$ cat config.mk
export PLATFORM = sky130hd
export DESIGN_NAME = slide_mask_unit
export DESIGN_NICKNAME = d
export VERILOG_FILES = /design/src/rtl/slide_mask_unit.sv
export SDC_FILE = /design/constraint.sdc
export NUM_CORES = 1
export LEC_CHECK = 0
export CAP_MARGIN = 20
export CORE_ASPECT_RATIO = 1.5
export CORE_MARGIN = 5
export CORE_UTILIZATION = 25
export CTS_BUF_LIST = sky130_fd_sc_hd__clkbuf_8 sky130_fd_sc_hd__clkbuf_16
export DETAILED_ROUTE_END_ITERATION = 8
export DONT_BUFFER_PORTS = 1
export GPL_ROUTABILITY_DRIVEN = 0
export GPL_TIMING_DRIVEN = 1
export PLACE_DENSITY_LB_ADDON = 0.05
export SLEW_MARGIN = 20
export SYNTH_ARGS = -nofsm -noshare
export SYNTH_HDL_FRONTEND = slang
export SYNTH_SLANG_ARGS = --single-unit
$ cat constraint.sdc
create_clock -name clk -period 4.9 [get_ports clk]
set_input_delay 0.735 -clock clk [delete_from_list [all_inputs] [get_ports clk]]
set_output_delay 0.735 -clock clk [all_outputs]
set_load 0.005 [all_outputs]
$ cat src/rtl/slide_mask_unit.sv
module slide_mask_unit #(
  parameter int WIDTH = 64,
  parameter int SEG_W = 16
) (
  input  logic                       clk,
  input  logic                       rst_n,
  input  logic                       wr_en,
  input  logic [1:0]                 wr_tgt,
  input  logic [SEG_W-1:0]           wr_data,
  input  logic                       ptr_ld,
  input  logic [$clog2(WIDTH/SEG_W)-1:0] ptr_val,
  input  logic                       bank_ld,
  input  logic                       bank_val,
  input  logic                       cmp_ld,
  input  logic [1:0]                 cmp_val,
  input  logic                       part_ld,
  input  logic [$clog2(WIDTH)-1:0]   part_val,
  input  logic                       shl,
  input  logic                       shr,
  input  logic [1:0]                 merge_sel,
  input  logic [WIDTH-1:0]           merge_old,
  input  logic [WIDTH-1:0]           merge_new,
  output logic [WIDTH-1:0]           cmp_mask,
  output logic [WIDTH-1:0]           merge_out
);
  localparam int NSEG  = WIDTH / SEG_W;
  localparam int PTR_W = $clog2(NSEG);
  localparam int RAM_W = $clog2(WIDTH);

  logic [WIDTH-1:0] mr1_fg, mr1_bg, mr2;
  logic [PTR_W-1:0] ptr_q;
  logic             bank_q;
  logic [1:0]       cmode_q;
  logic [RAM_W-1:0] ram_q;

  logic [WIDTH-1:0] mr1_live, ram_mask, shr_vec, shl_vec, cmp_src, mrg_src;
  logic             wr_mr2;

  assign mr1_live = bank_q ? mr1_bg : mr1_fg;
  assign ram_mask = ({{(WIDTH-1){1'b0}}, 1'b1} << ram_q) - 1'b1;
  assign wr_mr2   = wr_en && (wr_tgt == 2'd2);

  always_comb begin
    shr_vec = mr2;
    for (int i = 0; i < WIDTH-1; i++)
      if (i >= int'(ram_q)) shr_vec[i] = mr2[i+1];
  end

  always_comb begin
    shl_vec = mr2;
    for (int i = 1; i < WIDTH; i++)
      if (i > int'(ram_q)) shl_vec[i] = mr2[i-1];
  end

  always_comb begin
    case (cmode_q)
      2'd1:    cmp_src = mr1_live;
      2'd2:    cmp_src = mr2;
      default: cmp_src = '0;
    endcase
  end

  always_comb begin
    case (merge_sel)
      2'd1:    mrg_src = mr1_live;
      2'd2:    mrg_src = mr2;
      default: mrg_src = '0;
    endcase
  end

  assign cmp_mask  = cmp_src | ram_mask;
  assign merge_out = (merge_new & ~mrg_src) | (merge_old & mrg_src);

  always_ff @(posedge clk) begin
    if (!rst_n) begin
      mr1_fg  <= '0;
      mr1_bg  <= '0;
      mr2     <= '0;
      ptr_q   <= '0;
      bank_q  <= 1'b0;
      cmode_q <= 2'd0;
      ram_q   <= '0;
    end else begin
      if (wr_en) begin
        case (wr_tgt)
          2'd0: mr1_fg[ptr_q*SEG_W +: SEG_W] <= wr_data;
          2'd1: mr1_bg[ptr_q*SEG_W +: SEG_W] <= wr_data;
          2'd2: mr2[ptr_q*SEG_W +: SEG_W]    <= wr_data;
          default: ;
        endcase
      end
      if (!wr_mr2) begin
        if (shr && !shl)      mr2 <= shr_vec;
        else if (shl && !shr) mr2 <= shl_vec;
      end
      if (ptr_ld)     ptr_q <= ptr_val;
      else if (wr_en) ptr_q <= ptr_q + 1'b1;
      if (bank_ld) bank_q  <= bank_val;
      if (cmp_ld)  cmode_q <= cmp_val;
      if (part_ld) ram_q   <= part_val;
    end
  end

  AST_PTR_STEP: assert property (@(posedge clk) disable iff (!rst_n)
    wr_en && !ptr_ld |=> ptr_q == $past(ptr_q) + 1'b1);
  AST_MR1_HOLD: assert property (@(posedge clk) disable iff (!rst_n)
    !(wr_en && wr_tgt <= 2'd1) |=> $stable(mr1_fg) && $stable(mr1_bg));
  AST_SHR_TOP_KEEP: assert property (@(posedge clk) disable iff (!rst_n)
    shr && !shl && !wr_mr2 |=> mr2[WIDTH-1] == $past(mr2[WIDTH-1]));
  AST_LOW_BITS_KEEP: assert property (@(posedge clk) disable iff (!rst_n)
    (shr || shl) && !wr_mr2 |=> (mr2 & $past(ram_mask)) == ($past(mr2) & $past(ram_mask)));
  AST_BOTH_SHIFT_HOLD: assert property (@(posedge clk) disable iff (!rst_n)
    shr && shl && !wr_mr2 |=> $stable(mr2));
endmodule

==> results of run 1 <==
==> flip-flops by register name, indices dropped and copies added, names as in the netlist <==
name	cells
mr1_fg	64
mr2	64
ptr_q	2
mr1_bg	64
cmode_q	2
ram_q	6
bank_q	1
==> layer usage <==
layer | track usage | wire (microns) | vias to the layer above
li1 | - | - | 7286
met1 | 0.304 | 34700 | 8108
met2 | 0.424 | 42800 | 652
met3 | 0.0381 | 5150 | 137
met4 | 0.0911 | 3730 | 2
met5 | 0 | 13 | -
==> layout make-up <==
class / count / area [sq um]
well taps: 798 / 998
clock inverters: 17 / 191
multi-input cells: 1559 / 10500
flip-flops and latches: 203 / 4070
repair buffers: 47 / 453
inverters: 14 / 55.1
diodes: 3 / 7.51
clock buffers: 30 / 717
fillers: 6829 / 44900
==> path summary, 6_finish.rpt <==
kind / start / end / depth (start not counted)
setup / recovery: ram_q[5] / cmp_mask[36] / 10
hold reg to reg: mr1_fg[33] / mr1_fg[33] / 2
setup reg to reg: ptr_q[0] / mr2[40] / 6
hold / removal: ptr_val[0] / ptr_q[0] / 2
==> power by group through the flow <==
stage                     clock, W  sequential (W)  combinational, W
after floorplan                  0         0.00176          0.000684
after global placement           0         0.00181           0.00105
after detailed placement         0         0.00181           0.00105
after CTS                  0.00219         0.00177           0.00106
after global routing       0.00224         0.00177           0.00112
final                      0.00212         0.00177           0.00106
==> synth_stat cells (all sizes together), types with 12 or more instances <==
library cell  number
a21oi            170
buf               95
o22a              32
inv               12
o22ai             29
nor4bb            33
a21o              13
nand2            267
or3               14
a311oi            15
a211oi            31
o21ai             66
nand3             38
nor2b             14
nor2             143
o221ai            15
clkbuf           133
o41ai             13
o31ai             13
nor3              23
nand4             15
mux2             132
dfxtp            203
a22oi            192
o211ai            14
and2              13
mux2i             57
and4b             23
==> stage by stage <==
stage | setup WS [ns] | total power (W) | util | hold slack (ns)
2_1_floorplan | 1.72 | 0.00245 | - | 0.433
3_3_place_gp | 0.995 | 0.00286 | 0.259 | 0.439
3_5_place_dp | 0.940 | 0.00286 | 0.260 | 0.443
4_1_cts | 0.307 | 0.00502 | 0.274 | 0.267
5_1_grt | 0.0431 | 0.00514 | 0.274 | 0.301
6_report | 0.235 | 0.00495 | 0.274 | 0.310
==> kinds of logic after synthesis <==
group           synth area share
mux                        0.132
simple gates               0.216
compound gates             0.311
xor+xnor                 0.00506
fa+ha+maj                0.00723
buf+inv                   0.0678
flops                      0.261
==> critical path, delay by kind of cell (launching register included) <==
family                     cells  cell delay, ns
and+or+nand+nor                2            0.19
AOI/OAI and AO/OA              3            0.79
buffers and inverters          4            1.19
adders and majority gates      1            0.82
DFF                            1            0.34
==> flow_summary.toml, run 1 <==
[synthesis]
synth_cells = 2004
synth_edf_count = 0
synth_top_area_share = 0.261
ys_seq_elements = 203
netlist_top_cells_area = "dfxtp_1 26%, mux2_2 9.5%, a22oi_1 9.3%"
synth_cell_types = 88
yosysWarnings = 0
yosysTopAreaCell = "dfxtp_1"
yosysSeqAreaShare = 0.261
synthesis.nets = 2181
ys_async_sr_fraction = 0
syn_area_per_cell_sq_um = 7.77
synthesis.area_sq_mm = 0.0156
synth_flop_cell = "dfxtp_1"

[power]
sw_frac_of_total = 0.343
p_comb_frac = 0.214
irDropWorstVdd_v = 0.000231
seq_power_share = 0.358
pwr_density_cell_mw_per_mm2 = 291
p_clk_frac = 0.429
switchingPower_w = 0.00170
p_leak_nw = 5.15
p_int_w = 0.00325

[cells_and_area]
most-common-layout-cells = "267 x nand2_1, 197 x dfxtp_1, 192 x a22oi_1, 170 x a21oi_1, 142 x nor2_1"
design_area_sq_mm = 0.0170
stdcell_count = 2671
finalNetCount = 2028
drive_above_1_share = 0.143
mostFrequentLayoutCell = "nand2_1"
area_growth_pct = 9.16

[timing]
post-route-period-util = 0.952
timing.slew.headroom = 0.229
max_clock_freq_mhz = 214
fin_crit_ns = 4.67
hold_viol = 0
finClkSkew_ns = 0.0214
setup_violations = 0
tns_ns = 0
slew_viol_final = 0
worst_pin_slew_ns = 1.14
grt_setup_unrepaired = "false"

[clock_network]
hold_buffers = 0
cts_setup_buffers = 0
htreeDepth = 1
cts_inserted_buffers = 26
clockBufferDepth = 3
ctsResizeCount = 0
clockRootBuffer = "clkbuf_16"
clk_latency_ns = 0.58
cts_tree = "done"
clkTransAtPathRegs_ns = 0.07
cts.sinks = 203

[worst_setup_path]
cp.arrival_ns = 3.93
crit_fanout = 44
endpoint_kind = "output pin"
r2r_setup_slack_ns = 1.78
crit_type = "reg -> out"
worstPathCellList = "buf_4, nor4_1, buf_4, nand2_1, ha_2, clkinv_1, a211oi_1, a31oi_1, o221ai_1, buf_4"
critPathMaxStageDelay_ns = 0.82
start_kind = "flip-flop"
path_common_cell = "buf_4"
required_ns = 4.16
slowest_stage = "ha_2"

[placed_design]
placed_cell_area_sq_mm = 0.0161
dp_cells = 2621
portBuffers = 0
place_hpwl_microns = 60600

[detailed_routing]
drc = 0
wl_microns = 86300
routedWlPerCell_microns = 32.3
drt_iter0_drc = 1492
vias = 16185
dr.pass1.iters = 5
vias_per_cell = 6.06
ant_nets = 0

[grt]
antenna_found_initial = 10
grt.total_usage = 0.244
globalRouteOverflowTotal = 0
grt_pass1_vias = 15809
grt_pass1_wl_microns = 122000
grt_max_degree = 72

[floorplanning]
ios = 296
coreArea_sq_mm = 0.0619
die_w_microns = 214
rows = 112
start_util = 0.251
die_h_microns = 316
fp.dieArea_sq_mm = 0.0675

[run_status]
outcome = "finished clean"

[min_path]
hp-class = "in -> reg"

[flow_run]
max-cap-violations = 0
Power figures use the tool's default switching activity.
==> inputs of run 2 (changes only) <==
- GPL_TIMING_DRIVEN: 1 -> unset
- PLACE_DENSITY: unset -> 0.41
- PLACE_DENSITY_LB_ADDON: 0.05 -> unset
==> run 2 against run 1 <==
Compared with the run above: fmax increased by 1.2%; hold slack improved by 0.028 ns; clock power decreased by 13%; sequential cell count unchanged; die area unchanged; first-iteration DRC count increased by 0.34%; sequential power about the same; critical path depth decreased by 2; critical path type unchanged; highest routed layer unchanged.
==> flow_summary.toml, run 2 (synthesized netlist as in run 1, its figures left out) <==
[clock_network]
cts_setup_buffers = 0
clk_latency_ns = 0.55
clkTransAtPathRegs_ns = 0.06
cts.sinks = 203
cts_tree = "done"
ctsResizeCount = 0
htreeDepth = 1
cts_inserted_buffers = 25
hold_buffers = 0
clockBufferDepth = 3
clockRootBuffer = "clkbuf_16"

[power]
seq_power_share = 0.379
sw_frac_of_total = 0.348
pwr_density_cell_mw_per_mm2 = 276
switchingPower_w = 0.00162
p_comb_frac = 0.225
p_leak_nw = 5.11
irDropWorstVdd_v = 0.000235
p_clk_frac = 0.396
p_int_w = 0.00303

[worst_setup_path]
crit_family = "compound AO/OA/AOI/OAI gates"
worstPathCellList = "or4_1, or3_1, ha_2, clkinv_1, a211oi_1, a31oi_1, o221ai_1, buf_4"
cp.arrival_ns = 3.87
endpoint_kind = "output pin"
r2r_setup_slack_ns = 2.00
crit_type = "reg -> out"
crit_buf_inv = 2
r2r-start = "ptr_q[0]"
crit_fanout = 44
critPathMaxStageDelay_ns = 0.76
start_kind = "flip-flop"
required_ns = 4.16
rr_worst_depth = 6
timing.rr.end = "mr2[20]"
slowest_stage = "ha_2"

[timing]
setup_violations = 0
hold_viol = 0
fin_crit_ns = 4.61
grt_setup_unrepaired = "false"
finClkSkew_ns = 0.00854
post-route-period-util = 0.941
worst_pin_slew_ns = 1.14
timing.slew.headroom = 0.238
max_clock_freq_mhz = 217
tns_ns = 0
slew_viol_final = 0

[min_path]
worstHoldEndpoint = "mr1_bg[15]"
min-delay-start = "wr_data[15]"
hp-class = "in -> reg"
min_path_cells = 2

[detailed_routing]
routedWlPerCell_microns = 30.1
drc = 0
wl_microns = 80600
ant_nets = 0
vias = 16405
dr.pass1.iters = 6
drt_iter0_drc = 1497
vias_per_cell = 6.13

[floorplanning]
fp.dieArea_sq_mm = 0.0675
rows = 112
die_h_microns = 316
coreArea_sq_mm = 0.0619
ios = 296
start_util = 0.251
die_w_microns = 214

[cells_and_area]
largestRegisters = "mr1_bg x64, mr1_fg x64, mr2 x64"
design_area_sq_mm = 0.0168
drive_above_1_share = 0.140
most-common-layout-cells = "267 x nand2_1, 197 x dfxtp_1, 192 x a22oi_1, 170 x a21oi_1, 142 x nor2_1"
mostFrequentLayoutCell = "nand2_1"
area_growth_pct = 8.26
stdcell_count = 2676
finalNetCount = 2029
nFillCells = 6799

[grt]
grt_pass1_vias = 15845
grt_max_degree = 86
globalRouteOverflowTotal = 0
grt_pass1_wl_microns = 115000
grt.total_usage = 0.226
antenna_found_initial = 10

[flow_run]
max-cap-violations = 0

[placed_design]
placed_cell_area_sq_mm = 0.0160
place_hpwl_microns = 57700
dp_cells = 2622
portBuffers = 0

[run_status]
outcome = "finished clean"
==> run 2: power groups by stage <==
| stage | Clock, W | Combinational (W) | Sequential [W] |
|---|---|---|---|
| after floorplan | 0 | 0.000684 | 0.00176 |
| after CTS | 0.00188 | 0.00104 | 0.00176 |
| after detailed placement | 0 | 0.00104 | 0.00180 |
| after global placement | 0 | 0.00103 | 0.00180 |
| after global routing | 0.00194 | 0.00111 | 0.00176 |
| final | 0.00184 | 0.00105 | 0.00176 |
==> run 2: how the worst max path moves through the flow <==
stage	startpoint	to	slack [ns]	cells after the start
after CTS	ram_q[3]	cmp_mask[36]	0.38	8
after detailed placement	ram_q[3]	cmp_mask[36]	0.99	8
after global routing	ram_q[3]	cmp_mask[36]	0.16	8
final	ram_q[3]	cmp_mask[36]	0.29	8
after floorplan	ram_q[1]	cmp_mask[4]	1.72	11
after global placement	ram_q[3]	cmp_mask[36]	1.00	8
==> run 2: worst reg2reg max path: stages (launching register included) <==
cell and delay [ns]:
dfxtp_1 0.42, buf_4 0.38, ha_1 0.36, and4b_1 0.93
mux2_2 0.44, o21ai_0 0.18, a31oi_1 0.06
==> run 2: per-layer routing <==
layer  GRT usage  vias to the layer above  part of all wire
li1            -                     7303                 -
met1       0.272                     8148              0.38
met2       0.382                      774              0.49
met3      0.0442                      174             0.074
met4       0.116                        6             0.056
met5           0                        -           0.00045
==> run 2: through the flow <==
| stage | utilization | setup slack (ns) | hold WS, ns | total power (W) |
|---|---|---|---|---|
| floorplan | - | 1.72 | 0.433 | 0.00245 |
| global placement | 0.259 | 1.00 | 0.438 | 0.00283 |
| detailed placement | 0.259 | 0.992 | 0.443 | 0.00283 |
| CTS | 0.272 | 0.385 | 0.307 | 0.00468 |
| global route | 0.272 | 0.165 | 0.323 | 0.00481 |
| finish | 0.272 | 0.291 | 0.337 | 0.00465 |
==> run 2: final cells by class <==
cell class,instances,area [sq um],area share
diodes,10,25.0,0.00149
flip-flops and latches,203,4070,0.242
well taps,798,998,0.0593
clock inverters,14,87.6,0.00520
multi-input cells,1559,10500,0.622
clock buffers,29,681,0.0404
repair buffers,49,443,0.0263
inverters,14,55.1,0.00327
